[src/rtl/cfgseq_pkg.sv]
package cfgseq_pkg;

    localparam int IMM_WORD   = 64;
    localparam int SEL_FIELDS = 3;

    typedef enum logic [1:0] {
        PH_IDLE = 2'd0,
        PH_LOAD = 2'd1,
        PH_WAIT = 2'd2,
        PH_EXEC = 2'd3
    } phase_t;

    typedef struct packed {
        logic clear;
        logic shift_ok;
        logic commit;
    } chain_ctl_t;

    function automatic int sel_field_bits(input int mcl);
        return $clog2(2 * (2 * mcl + 1));
    endfunction

endpackage

[src/rtl/cfgseq_chain.sv]
module cfgseq_chain
    import cfgseq_pkg::*;
#(
    parameter int LEN = 8
) (
    input  logic           clk,
    input  logic           rst,
    input  chain_ctl_t     ctl,
    input  logic           bit_in,
    input  logic           bit_en,
    output logic [LEN-1:0] active,
    output logic           full
);
    localparam int CW = $clog2(LEN + 1);

    logic [LEN-1:0] shadow;
    logic [CW-1:0]  cnt;
    logic           take;

    assign full = (cnt == CW'(LEN));
    assign take = ctl.shift_ok && bit_en && !full;

    logic [LEN-1:0] shifted;
    generate
        if (LEN == 1) begin : g_single
            assign shifted = bit_in;
        end else begin : g_multi
            assign shifted = {shadow[LEN-2:0], bit_in};
        end
    endgenerate

    always_ff @(posedge clk) begin
        if (rst || ctl.clear) begin
            shadow <= '0;
            cnt    <= '0;
        end else if (take) begin
            shadow <= shifted;
            cnt    <= cnt + 1'b1;
        end
    end

    always_ff @(posedge clk) begin
        if (rst) begin
            active <= '0;
        end else if (ctl.commit) begin
            active <= shadow;
        end
    end

endmodule

[src/rtl/cfgseq_phase_ctl.sv]
module cfgseq_phase_ctl
    import cfgseq_pkg::*;
(
    input  logic       clk,
    input  logic       rst,
    input  logic       reconf_req,
    input  logic       exec_req,
    input  logic       exec_end,
    input  logic       abort,
    input  logic       all_full,
    output phase_t     phase,
    output chain_ctl_t ctl,
    output logic       cfg_ready,
    output logic       exec_active,
    output logic       busy
);
    phase_t nxt;
    logic   pend;

    always_comb begin
        nxt = phase;
        ctl = '0;
        unique case (phase)
            PH_IDLE: begin
                if (reconf_req) begin
                    nxt       = PH_LOAD;
                    ctl.clear = 1'b1;
                end
            end
            PH_LOAD: begin
                if (abort) begin
                    nxt       = PH_IDLE;
                    ctl.clear = 1'b1;
                end else begin
                    ctl.shift_ok = 1'b1;
                    if (all_full) begin
                        nxt        = PH_WAIT;
                        ctl.commit = 1'b1;
                    end
                end
            end
            PH_WAIT: begin
                if (exec_req || pend) begin
                    nxt = PH_EXEC;
                end else if (reconf_req) begin
                    nxt       = PH_LOAD;
                    ctl.clear = 1'b1;
                end
            end
            PH_EXEC: begin
                if (exec_end) nxt = PH_IDLE;
            end
            default: nxt = PH_IDLE;
        endcase
    end

    always_ff @(posedge clk) begin
        if (rst) begin
            phase     <= PH_IDLE;
            pend      <= 1'b0;
            cfg_ready <= 1'b0;
        end else begin
            phase     <= nxt;
            cfg_ready <= ctl.commit;
            if (ctl.clear || nxt == PH_EXEC) begin
                pend <= 1'b0;
            end else if (phase == PH_LOAD && exec_req) begin
                pend <= 1'b1;
            end
        end
    end

    assign exec_active = (phase == PH_EXEC);
    assign busy        = (phase != PH_IDLE);

endmodule

[src/rtl/cfg_loader_top.sv]
module cfg_loader_top
    import cfgseq_pkg::*;
#(
    parameter int W       = 2,
    parameter int MCL     = 2,
    parameter int SW_BITS = 40
) (
    input  logic                                      clk,
    input  logic                                      rst,
    input  logic                                      reconf_req,
    input  logic                                      exec_req,
    input  logic                                      exec_end,
    input  logic                                      abort,
    input  logic                                      imm_bit,
    input  logic                                      imm_en,
    input  logic                                      sel_bit,
    input  logic                                      sel_en,
    input  logic                                      sw_bit,
    input  logic                                      sw_en,
    output logic [IMM_WORD*W-1:0]                     imm_cfg,
    output logic [SEL_FIELDS*sel_field_bits(MCL)*W-1:0] sel_cfg,
    output logic [SW_BITS-1:0]                        sw_cfg,
    output logic                                      cfg_ready,
    output logic                                      exec_active,
    output logic                                      busy
);
    localparam int SELB    = sel_field_bits(MCL);
    localparam int IMM_LEN = IMM_WORD * W;
    localparam int SEL_LEN = SEL_FIELDS * SELB * W;

    phase_t     phase;
    chain_ctl_t ctl;
    logic       imm_full, sel_full, sw_full;
    logic       all_full;

    assign all_full = imm_full && sel_full && sw_full;

    cfgseq_phase_ctl i_seq (
        .clk        (clk),
        .rst        (rst),
        .reconf_req (reconf_req),
        .exec_req   (exec_req),
        .exec_end   (exec_end),
        .abort      (abort),
        .all_full   (all_full),
        .phase      (phase),
        .ctl        (ctl),
        .cfg_ready  (cfg_ready),
        .exec_active(exec_active),
        .busy       (busy)
    );

    cfgseq_chain #(.LEN(IMM_LEN)) i_imm (
        .clk(clk), .rst(rst), .ctl(ctl), .bit_in(imm_bit), .bit_en(imm_en),
        .active(imm_cfg), .full(imm_full)
    );

    cfgseq_chain #(.LEN(SEL_LEN)) i_sel (
        .clk(clk), .rst(rst), .ctl(ctl), .bit_in(sel_bit), .bit_en(sel_en),
        .active(sel_cfg), .full(sel_full)
    );

    cfgseq_chain #(.LEN(SW_BITS)) i_sw (
        .clk(clk), .rst(rst), .ctl(ctl), .bit_in(sw_bit), .bit_en(sw_en),
        .active(sw_cfg), .full(sw_full)
    );

endmodule

[config.mk]
export PLATFORM = sky130hd
export DESIGN_NAME = cfg_loader_top
export DESIGN_NICKNAME = d
export VERILOG_FILES = /design/src/rtl/cfgseq_pkg.sv /design/src/rtl/cfgseq_chain.sv /design/src/rtl/cfgseq_phase_ctl.sv /design/src/rtl/cfg_loader_top.sv
export SDC_FILE = /design/constraint.sdc
export NUM_CORES = 1
export LEC_CHECK = 0
export ABC_AREA = 1
export CAP_MARGIN = 20
export CORE_UTILIZATION = 45
export CTS_BUF_LIST = sky130_fd_sc_hd__clkbuf_4 sky130_fd_sc_hd__clkbuf_8
export DETAILED_ROUTE_END_ITERATION = 7
export DONT_BUFFER_PORTS = 1
export GPL_ROUTABILITY_DRIVEN = 1
export MAX_ROUTING_LAYER = met4
export PLACE_DENSITY = 0.66
export SLEW_MARGIN = 20
export SYNTH_ARGS = -nofsm -noshare
export SYNTH_HDL_FRONTEND = slang
export SYNTH_HIERARCHICAL = 1
export SYNTH_SLANG_ARGS = --single-unit
export TNS_END_PERCENT = 1
[constraint.sdc]
create_clock -name clk -period 4.41 [get_ports clk]
set_input_delay 0.441 -clock clk [delete_from_list [all_inputs] [get_ports clk]]
set_output_delay 0.441 -clock clk [all_outputs]
set_load 0.05 [all_outputs]
# Word level (Yosys, flattened, before mapping)
# Index checks and enable logic that the tools add are counted.
# word_totals
ff_bits	407
in_bits	12
wordCells	53
out_inout_bits	195
# classes
mux	13
reduce_logical	18
eq_ne	7
addsub	3
# op_table
op	count
$mux 2	7
$logic_and 1x1->1	9
$add 8x1->8 const B	1
$eq 8x8->1 const B	1
$pmux 2 s4	1
$add 6x1->6 const B	1
$eq 2x2->1 const B	3
$eq 6x6->1 const B	1
$add 5x1->5 const B	1
$eq 5x5->1 const B	1
$mux 1	4
$logic_not 1->1	3
$logic_or 1x1->1	3
$pmux 1 s3	1
$eq 2x1->1 const B	1
$logic_not 2->1	1
$reduce_bool 2->1	1
$reduce_or 2->1	1

# Logic depth before layout (Yosys ltp)
# Gate-level depths: netlist of run 1.
# depth
depth_word	9
depth_mapped	16
depth_no_buf	13

# Modules after synthesis
# Netlist of run 1, hierarchy kept.
# by_module_without_submodules
mod	area_per_inst_um2	seq_area_each_um2	n_inst	cells_per_inst
cfgseq_chain (i_imm)	9497.9	5285.1	1	1190
cfgseq_chain (i_sw)	3241.9	1721.7	1	407
cfgseq_chain (i_sel)	2078.2	1061.0	1	260
cfgseq_phase_ctl	246.5	80.1	1	43
cfg_loader_top	13.8	0.0	1	3

# Worst setup path after synthesis of run 1
# Ideal clock, no wire load.
# synth_path
path_type	register -> register
from	reg i_sw.cnt[0]
to	reg i_imm.active[100]
synth_period_minus_slack_ps	2101
arrival_ps	2031
n_path_buf	3
setup_ps	70
path_stages_with_launch	17
slack_ps	2309
required_time_ps	4340
cell_sequence	dfxtp_1 inv_1 ha_1 nand2_1 inv_2 nand3_4 buf_2 inv_1 inv_1 nor2_2 nand2_1 inv_1 inv_1 clkbuf_1 clkbuf_1 nand2_1 a21oi_1
# synth_lines
element	line	text
from (decl)	cfgseq_chain.sv:17	logic [CW-1:0] cnt;
from (signal assigned)	cfgseq_chain.sv:38	cnt <= cnt + 1'b1;
to (signal assigned)	cfgseq_chain.sv:46	active <= shadow;
to (decl)	cfgseq_chain.sv:11	output logic [LEN-1:0] active,

==> metrics.txt, run 1 <==
status=complete, no violations; Avg Synthesized Cell Area=7.92 sq um; Simple-Gate Fraction of Synth Area=25.6%; P per Cell Area=445 nW/um^2; post-synthesis cell area=15100 sq um; CP max-delay cell=inv_4; R2R depth=14; CTS tree=done; syn nets=1921; row count=66; vias in the first global route=10906; period utilization=74.3%; Inserted Diodes=0; peak supply drop=0.242 mV; Lkg Pwr=5.42 nW; Initial DRC Count=552; GP Congestion=0.776; max frequency=305 MHz; setup_tns=0 ns; path length in cells of the critical path=14; clk_lat worst skew=0.59 ns; io pins=207; Core Region=32800 sq um; initial antenna violation count=0; fillers=3194; Ys Warns=6; synth unique cells=31; number of H-tree levels=3; Worst Path Buf+Inv=7; Pre-antenna DRT Iters=5; share of layout cells above drive strength 1=13.5%; final setup fails=0; Initial Utilization=46.0%; RSZ-0062 raised after global routing=false; CP max FO=89; CTS buffer count=70; crit start category=flip-flop; wirelength, routed=33900 um; CTS sink count=407; critical path's largest stage delay=0.70 ns; Seq cells post-synth=407; largest family of logic cells by synthesized area=simple AND/OR/NAND/NOR gates; drt wl/cell=14.5 um; Rel. slew slack=39.2%; total of max-cap violations=0; Final Net Count=1877; largest net degree at the start of global routing=194; Synth-to-Final Area Change=9.21%; die extent in x=185 um; Clock Tree Buf Depth=3; Final min period=3.28 ns; adder-cell area share of the yosys netlist=0.498%; Worst Hold Path Cells=4; clk root buf=clkbuf_8; max-slew violation count=0; Die ar.=34200 sq um; Die H=185 um; ANT nets after route=0; vias per cell=5.10; drc violations=0; crit end category=flip-flop; sequential share of the synthesized area=54.0%; clock slew at reported path FFs=0.06 ns; IO buf count=0; multiplexer share of the synthesized area=0%; WS Path Type=reg -> reg; global-route wire length before repair=54700 um; final hold slack=0.110 ns; Final Hold Viols=0; delay-heaviest family, CP=buffers and inverters; Synth Area in XOR/XNOR=0.116%; worst hold path type=in -> reg; vias=11961; Final HPWL DP=19500 um; worst slew pin tran=0.913 ns; post_cts resized=0; cells along the critical path=inv_1, ha_1, nand2_1, inv_2, nand3_4, inv_1, inv_1, nor2_2, nand2_1, inv_6, inv_4, buf_4, nand2_1, a21oi_1; Post-CTS Setup Inserts=0; Post-Syn Instances=1903; Req. time, crit path=4.91 ns; GRT Total Usage=20.3%; Congestion Overflow GR=0; crit path DAT=3.78 ns; Compound-Gate Fraction of Synth Area=13.8%; Worst Clk Skew=0.0260 ns
[tightest hold or removal path, stage by stage]
cell	delay, ns
nand3_1	0.06
a21oi_1	0.05
nand2_1	0.06
a21oi_1	0.03
[state kept, by name, indices dropped and copies added (netlist names)]
| name | flops |
|---|---|
| i_seq/pend | 1 |
| i_sel/cnt | 5 |
| i_seq/phase | 2 |
| i_sw/cnt | 6 |
| i_sel/shadow | 24 |
| i_seq/cfg_ready | 1 |
| i_sel/active | 24 |
| i_imm/shadow | 128 |
| i_sw/shadow | 40 |
| i_imm/active | 128 |
| i_sw/active | 40 |
| i_imm/cnt | 8 |
[routing by layer]
metal,up-vias,track usage (%),part of all wire [%],routed length (um)
li1,6022,-,-,-
met1,5574,24.1,43,14600
met2,309,31.2,46,15600
met3,56,6.84,8.5,2880
met4,0,8.53,2.5,846
met5,-,-,0,0
[layout make-up]
type / count / area (sq um) / area share [%]
Sequential cell: 407 / 8150 / 49.5
Multi-Input combinational cell: 1318 / 6030 / 36.6
Timing Repair Buffer: 17 / 170 / 1.03
Tap cell: 442 / 553 / 3.36
Clock inverter: 7 / 42.5 / 0.258
Clock buffer: 107 / 1350 / 8.18
Inverter: 45 / 176 / 1.07
[logic make-up after synthesis]
| family | count (synthesis) |
|---|---|
| flops | 407 |
| buf+inv | 178 |
| xor+xnor | 2 |
| fa+ha+maj | 6 |
| compound gates | 406 |
| simple gates | 904 |
[power breakdown]
part	internal, mW	total [mW]	switching (mW)
Combinational	0.0660	0.237	0.171
Sequential	3.71	3.73	0.0228
Clock	1.93	3.36	1.43
[what timing repair did]
action	4_1_cts	5_1_grt
hold buffers	5	0
setup endpoints to repair	0	0
endpoints found under the hold margin	196	0
[cell usage in the layout (no fill, tap or decap), drive strengths merged, types with 4 or more instances in the layout]
| cell | n |
|---|---|
| dlygate4sd3 | 4 |
| inv | 45 |
| nand2 | 494 |
| nand3 | 61 |
| nor2 | 338 |
| o21ai | 158 |
| clkbuf | 107 |
| dfxtp | 407 |
| ha | 6 |
| clkinv | 4 |
| buf | 13 |
| a21oi | 248 |
| nand4 | 6 |
[through the flow]
step / setup WS, ns / total power, mW / cell area, sq um / util [%] / std cells
detailed placement: 1.08 / 4.01 / 15000 / 45.8 / 2224
CTS: 1.06 / 7.45 / 16500 / 50.2 / 2343
finish: 1.13 / 7.32 / 16500 / 50.2 / 2343
global placement: 1.17 / 4.01 / 15000 / 45.8 / 2224
floorplan: 2.31 / 4.01 / 15100 / - / 1903
global route: 0.812 / 7.65 / 16500 / 50.2 / 2343
[synth_stat cells]
cell      number  share of area (%)
a21oi_1      246                8.2
a21oi_2        2               0.12
and2_1         1              0.042
buf_1         15               0.37
buf_2         28               0.93
buf_4          7               0.35
buf_6         19                1.4
buf_8          3               0.30
clkbuf_1      61                1.5
dfxtp_1      407                 54
ha_1           6               0.50
inv_1         37               0.92
inv_2          8               0.20
nand2_1      490                 12
nand2_2        2              0.083
nand2_4        2               0.15
nand3_1       49                1.6
nand3_2       11               0.73
nand3_4        1               0.12
nand3b_1       1              0.050
nand4_1        6               0.25
nor2_1       248                6.2
nor2_2        85                3.5
nor2_4         3               0.22
nor2_8         2               0.27
nor3_1         2              0.066
nor3_2         1              0.066
o21ai_0      138                4.6
o21ai_1       10               0.33
o21ai_2       10               0.58
xor2_1         2               0.12
[final timing paths]
kind	from	to	slack, ns
hold / removal	exec_req	i_seq/pend$_SDFFE_PP0P_	0.11
hold reg to reg	i_sw/shadow[39]$_SDFFE_PP0P_	i_sw/active[39]$_SDFFE_PP0P_	0.45
setup / recovery	i_sw/cnt[0]$_SDFFE_PP0P_	i_imm/active[43]$_SDFFE_PP0P_	1.13
setup reg to reg	i_sw/cnt[0]$_SDFFE_PP0P_	i_imm/active[43]$_SDFFE_PP0P_	1.13
Note: power is estimated with default switching activity, not from simulation.
==> run 2: changes to the inputs <==
--- a/config.mk
+++ b/config.mk
@@ -13,7 +13,7 @@
 export DONT_BUFFER_PORTS = 1
 export GPL_ROUTABILITY_DRIVEN = 1
 export MAX_ROUTING_LAYER = met4
-export PLACE_DENSITY = 0.66
+export PLACE_DENSITY = 0.68
 export SLEW_MARGIN = 20
 export SYNTH_ARGS = -nofsm -noshare
 export SYNTH_HDL_FRONTEND = slang
==> constraint.sdc (replaced) <==
create_clock -name clk -period 2.95 [get_ports clk]
set_input_delay 0.295 -clock clk [delete_from_list [all_inputs] [get_ports clk]]
set_output_delay 0.295 -clock clk [all_outputs]
set_load 0.05 [all_outputs]
==> run 2 against run 1 <==
Critical path depth shrank 1. Count of clock-buffer cells in the layout down 9. Sequential power up 49%.
==> metrics.txt, run 2 (same netlist as run 1, synthesis figures left out) <==
CP max FO=40; Rel. slew slack=47.1%; internal power=8.66 mW; Top Registers=i_imm/active (128), i_imm/shadow (128); Final Net Count=1929; most common cell after layout, fill and taps aside=nand2_1; non-filler cells, final=2401; commonest cells after routing, fill and taps aside=489 x nand2_1, 407 x dfxtp_1, 248 x nor2_1, 246 x a21oi_1, 138 x o21ai_0; CP dominant cell by count=nand2_1; Worst Clk Skew=0.0242 ns; peak supply drop=0.426 mV; dpl ws=0.509 ns; CP max-delay cell=dlygate4sd3_1; Clock Tree Buf Depth=3; origin of the critical flop-to-flop path=i_imm/cnt[0]$_SDFFE_PP0P_; GRT Total Usage=21.1%; Core Region=32800 sq um; critical path's largest stage delay=0.56 ns; Final WS setup=0.271 ns; die extent in x=185 um; ANT nets after route=0; clk root buf=clkbuf_8; Net Switching=2.51 mW; max frequency=373 MHz; global-route wire length before repair=56900 um; placed cells=2226; vias in the first global route=11530; initial antenna violation count=1; row count=66; Final Hold Viols=0; Die H=185 um; Post-CTS Setup Inserts=0; CTS tree=done; worst slew pin tran=0.793 ns; GP Congestion=0.809; largest net degree at the start of global routing=153; Req. time, crit path=3.43 ns; share of layout cells above drive strength 1=13.5%; Die ar.=34200 sq um; IO buf count=0; RSZ-0062 raised after global routing=false; Final min period=2.68 ns; Lkg Pwr=5.88 nW; drt wl/cell=15.3 um; max-slew violation count=0; Setup crit start=i_imm/cnt[0]$_SDFFE_PP0P_; vias=12167; Final Util=52.6%; Pre-antenna DRT Iters=5; sequential share of power=49.9%; cells along the critical path=inv_1, ha_1, nand2_1, nor2_4, nand2_1, nor2_2, nand2_4, inv_16, inv_1, clkbuf_8, nand2_1, a21oi_1, dlygate4sd3_1; number of H-tree levels=3; crit start category=flip-flop; WS Path Type=reg -> reg; Hold Path Origin=reconf_req; sw frac=22.4%; setup_tns=0 ns; period utilization=90.8%; worst hold path type=in -> reg; wirelength, routed=36700 um; Initial DRC Count=635; CTS buffer count=67; P per Cell Area=647 nW/um^2; Initial Utilization=46.0%; crit end category=flip-flop; final setup fails=0; status=complete, no violations; Synth-to-Final Area Change=14.4%; vias per cell=5.07; drc violations=0; CTS sink count=407; combinational share of power=3.3%; clock slew at reported path FFs=0.06 ns; Clk pwr share=46.8%; Congestion Overflow GR=0; clk_lat worst skew=0.60 ns; crit path DAT=3.16 ns; io pins=207; total of max-cap violations=0; Final HPWL DP=20000 um
==> run 2: cell count changes in the layout (fill, tap and decap cells not counted), moves of 2 or more <==
cell	before	now
buf_4	11	4
dlygate4sd3_1	4	53
clkinvlp_4	3	6
clkbuf_16	0	3
buf_16	1	4
clkbuf_8	87	85
buf_12	1	5
bufinv_16	0	3
clkbuf_4	20	14
clkinv_2	4	8
==> run 2: layout make-up <==
class | instances | area [sq um]
flip-flops and latches | 407 | 8150
repair inverters | 1 | 8.76
diodes | 1 | 2.50
repair buffers | 71 | 875
fillers | 3118 | 15500
clock buffers | 98 | 1260
inverters | 45 | 188
well taps | 442 | 553
multi-input cells | 1318 | 6040
clock inverters | 18 | 184
==> run 2: final timing paths <==
check | depth (start not counted) | slack [ns] | end
worst min register to register | 2 | 0.46 | i_imm/active[127]$_SDFFE_PP0P_
worst max register to register | 13 | 0.27 | i_sw/active[22]$_SDFFE_PP0P_
worst max-delay path | 13 | 0.27 | i_sw/active[22]$_SDFFE_PP0P_
worst min-delay path | 3 | 0.05 | i_seq/phase[0]$_SDFF_PP0_
==> run 2: timing repair <==
| item | in CTS | in global routing |
|---|---|---|
| hold buffers | 54 | 0 |
| resized for setup | 0 | 16 |
| setup endpoints to repair | 0 | 46 |
| endpoints found under the hold margin | 210 | 0 |
==> run 2: power groups by stage <==
stage | combinational (mW) | sequential [mW] | clock [mW]
2_1_floorplan | 0.303 | 5.68 | 0
4_1_cts | 0.367 | 5.57 | 5.38
3_3_place_gp | 0.312 | 5.69 | 0
3_5_place_dp | 0.317 | 5.69 | 0
6_report | 0.364 | 5.57 | 5.23
5_1_grt | 0.411 | 5.58 | 5.62
==> run 2: metal layers <==
layer / up-vias / routed length [um] / GRT usage (%)
li1: 6116 / - / -
met5: - / 0 / -
met1: 5668 / 16000 / 24.5
met2: 333 / 17000 / 33.6
met3: 50 / 2810 / 6.41
met4: 0 / 888 / 8.99
==> run 2: metrics by stage <==
stage               hold WS, ns  power, mW  cell area, sq um
floorplan                 0.367       5.99             15100
global placement          0.379       6.00             15100
detailed placement        0.378       6.01             15100
CTS                     0.00385       11.3             17100
global route             0.0185       11.6             17300
finish                   0.0468       11.2             17300
==> run 2: worst max-delay path, delay by kind of cell, from the launching register on <==
| family | cells | cell delay (ns) |
|---|---|---|
| adders and majority gates | 1 | 0.17 |
| buffers and inverters | 5 | 1.14 |
| AOI/OAI and AO/OA | 1 | 0.09 |
| and+or+nand+nor | 6 | 0.81 |
| DFF | 1 | 0.35 |
==> run 3: changes to the inputs <==
--- a/config.mk
+++ b/config.mk
@@ -7,6 +7,7 @@
 export LEC_CHECK = 0
 export ABC_AREA = 1
 export CAP_MARGIN = 20
+export CORE_MARGIN = 3
 export CORE_UTILIZATION = 45
 export CTS_BUF_LIST = sky130_fd_sc_hd__clkbuf_4 sky130_fd_sc_hd__clkbuf_8
 export DETAILED_ROUTE_END_ITERATION = 7
==> run 3 against run 2 <==
Critical endpoint is now i_sel/active[0]$_SDFFE_PP0P_. Combinational power fell by 3%. Clock skew rose by 0.0027 ns. Die area rose by 4.4%. Register-to-register slack got worse by 0.02 ns. Largest cell class unchanged. Utilization fell by 0.42 points. Sequential share of layout area rose by 0.38 points. Via count fell by 0.62%. Design area fell by 0.80%. Sequential cell count did not move. Global-route usage fell by 1.4 points. Clock power rose by 2%. Critical path type unchanged. Routed wire length fell by 4.5%.
==> metrics.txt, run 3 (same netlist as run 1, synthesis figures left out) <==
clock slew at reported path FFs=0.06 ns; crit end category=flip-flop; non-filler cells, final=2406; sw frac=22.2%; most common cell after layout, fill and taps aside=nand2_1; CTS buffer count=71; commonest cells after routing, fill and taps aside=490 x nand2_1, 407 x dfxtp_1, 248 x nor2_1, 246 x a21oi_1, 138 x o21ai_0; row count=66; Req. time, crit path=3.40 ns; vias=12091; drc violations=0; Final Net Count=1926; peak supply drop=0.373 mV; Worst Clk Skew=0.0268 ns; Final min period=2.70 ns; Final Hold Viols=0; vias per cell=5.03; combinational share of power=3.1%; max-slew violation count=0; Clk pwr share=47.4%; IO buf count=0; global-route wire length before repair=57600 um; total of max-cap violations=0; worst slew pin tran=0.768 ns; number of H-tree levels=3; crit path DAT=3.15 ns; GP Congestion=0.796; Die ar.=35700 sq um; crit start category=flip-flop; drt wl/cell=14.6 um; Clock Tree Buf Depth=3; CP max FO=14; internal power=8.77 mW; CTS tree=done; Core Region=32800 sq um; WS Path Type=reg -> reg; Lkg Pwr=5.83 nW; placed cells=2226; status=complete, no violations; wirelength, routed=35100 um; ANT nets after route=0; sequential share of power=49.5%; sequential cell area=8150 sq um; CTS sink count=407; clk root buf=clkbuf_8; final setup fails=0; share of layout cells above drive strength 1=13.9%; P per Cell Area=658 nW/um^2; GRT Total Usage=19.7%; Final HPWL DP=20200 um; io pins=207; RSZ-0062 raised after global routing=false; Congestion Overflow GR=0; largest net degree at the start of global routing=155; Initial DRC Count=672; Pre-antenna DRT Iters=5; Top Registers=i_imm/active (128), i_imm/shadow (128); Synth-to-Final Area Change=13.5%; Initial Utilization=46.0%; initial antenna violation count=2; Rel. slew slack=48.7%; worst hold path type=in -> reg; multi-input logic area=6030 sq um; die extent in x=189 um; Die H=189 um; vias in the first global route=11520; fillers=3155; max frequency=371 MHz; Final Util=52.2%; Net Switching=2.50 mW; period utilization=91.5%; setup_tns=0 ns; clk_lat worst skew=0.59 ns
-- run 3: cell count changes in the layout (fill, tap and decap cells not counted), sizes merged --
cell,before,now
bufinv,3,1
inv,47,45
dlygate4sd3,53,49
diode,1,2
buf,14,15
clkinvlp,6,4
clkbuf,102,115
-- run 3: metrics by stage --
step | power, mW | area (sq um) | hold WS, ns | worst slack (ns)
2_1_floorplan | 5.99 | 15100 | 0.367 | 0.849
3_3_place_gp | 5.99 | 15100 | 0.378 | 0.527
3_5_place_dp | 6.00 | 15100 | 0.383 | 0.411
4_1_cts | 11.4 | 17100 | 0.00349 | 0.134
5_1_grt | 11.7 | 17100 | 0.0512 | 0.0107
6_report | 11.3 | 17100 | 0.0571 | 0.251
-- run 3: area by class of cell --
| cell class | instances | share of cell area, % |
|---|---|---|
| Multi-Input combinational cell | 1318 | 35.2 |
| Timing Repair inverter | 1 | 0.0292 |
| Clock inverter | 12 | 0.585 |
| Timing Repair Buffer | 64 | 3.98 |
| Clock buffer | 115 | 8.26 |
| Sequential cell | 407 | 47.6 |
| Inverter | 45 | 1.07 |
| Tap cell | 442 | 3.23 |
| Antenna cell | 2 | 0.0292 |
-- run 3: repair_timing --
action	CTS	global route
gates resized for setup	0	4
hold buffers	50	0
endpoints found under the hold margin	205	0
endpoints found under the setup margin	0	12
setup buffers	0	0
-- run 3: path summary, 6_finish.rpt --
path / start / endpoint / slack (ns) / cells after the start
setup / recovery: i_imm/cnt[0]$_SDFFE_PP0P_ / i_sel/active[0]$_SDFFE_PP0P_ / 0.25 / 12
hold / removal: reconf_req / i_seq/phase[0]$_SDFF_PP0_ / 0.06 / 3
setup reg to reg: i_imm/cnt[0]$_SDFFE_PP0P_ / i_sel/active[0]$_SDFFE_PP0P_ / 0.25 / 12
hold reg to reg: i_imm/shadow[127]$_SDFFE_PP0P_ / i_imm/active[127]$_SDFFE_PP0P_ / 0.46 / 2
-- run 3: worst max-delay path, stage by stage (launching register included) --
cell and delay, ns:
dfxtp_1 0.34, inv_1 0.11, ha_1 0.18, nand2_1 0.09, nor2_4 0.19, nand2_1 0.10, nor2_2 0.10, nand2_1 0.14
inv_6 0.21, clkinvlp_4 0.33, nand2_1 0.15, a21oi_1 0.07, dlygate4sd3_1 0.57
-- run 3: layer usage --
layer	part of all wire, %	GRT usage [%]
met2	46	30.5
met4	2.1	6.76
met5	0	-
met3	8.5	6.96
met1	43	24.1
-- run 3: power by group through the flow --
stage | clock network (mW) | registers (mW) | logic [mW]
2_1_floorplan | 0 | 5.68 | 0.303
3_3_place_gp | 0 | 5.69 | 0.303
3_5_place_dp | 0 | 5.69 | 0.310
4_1_cts | 5.50 | 5.57 | 0.358
6_report | 5.34 | 5.57 | 0.354
5_1_grt | 5.77 | 5.58 | 0.402
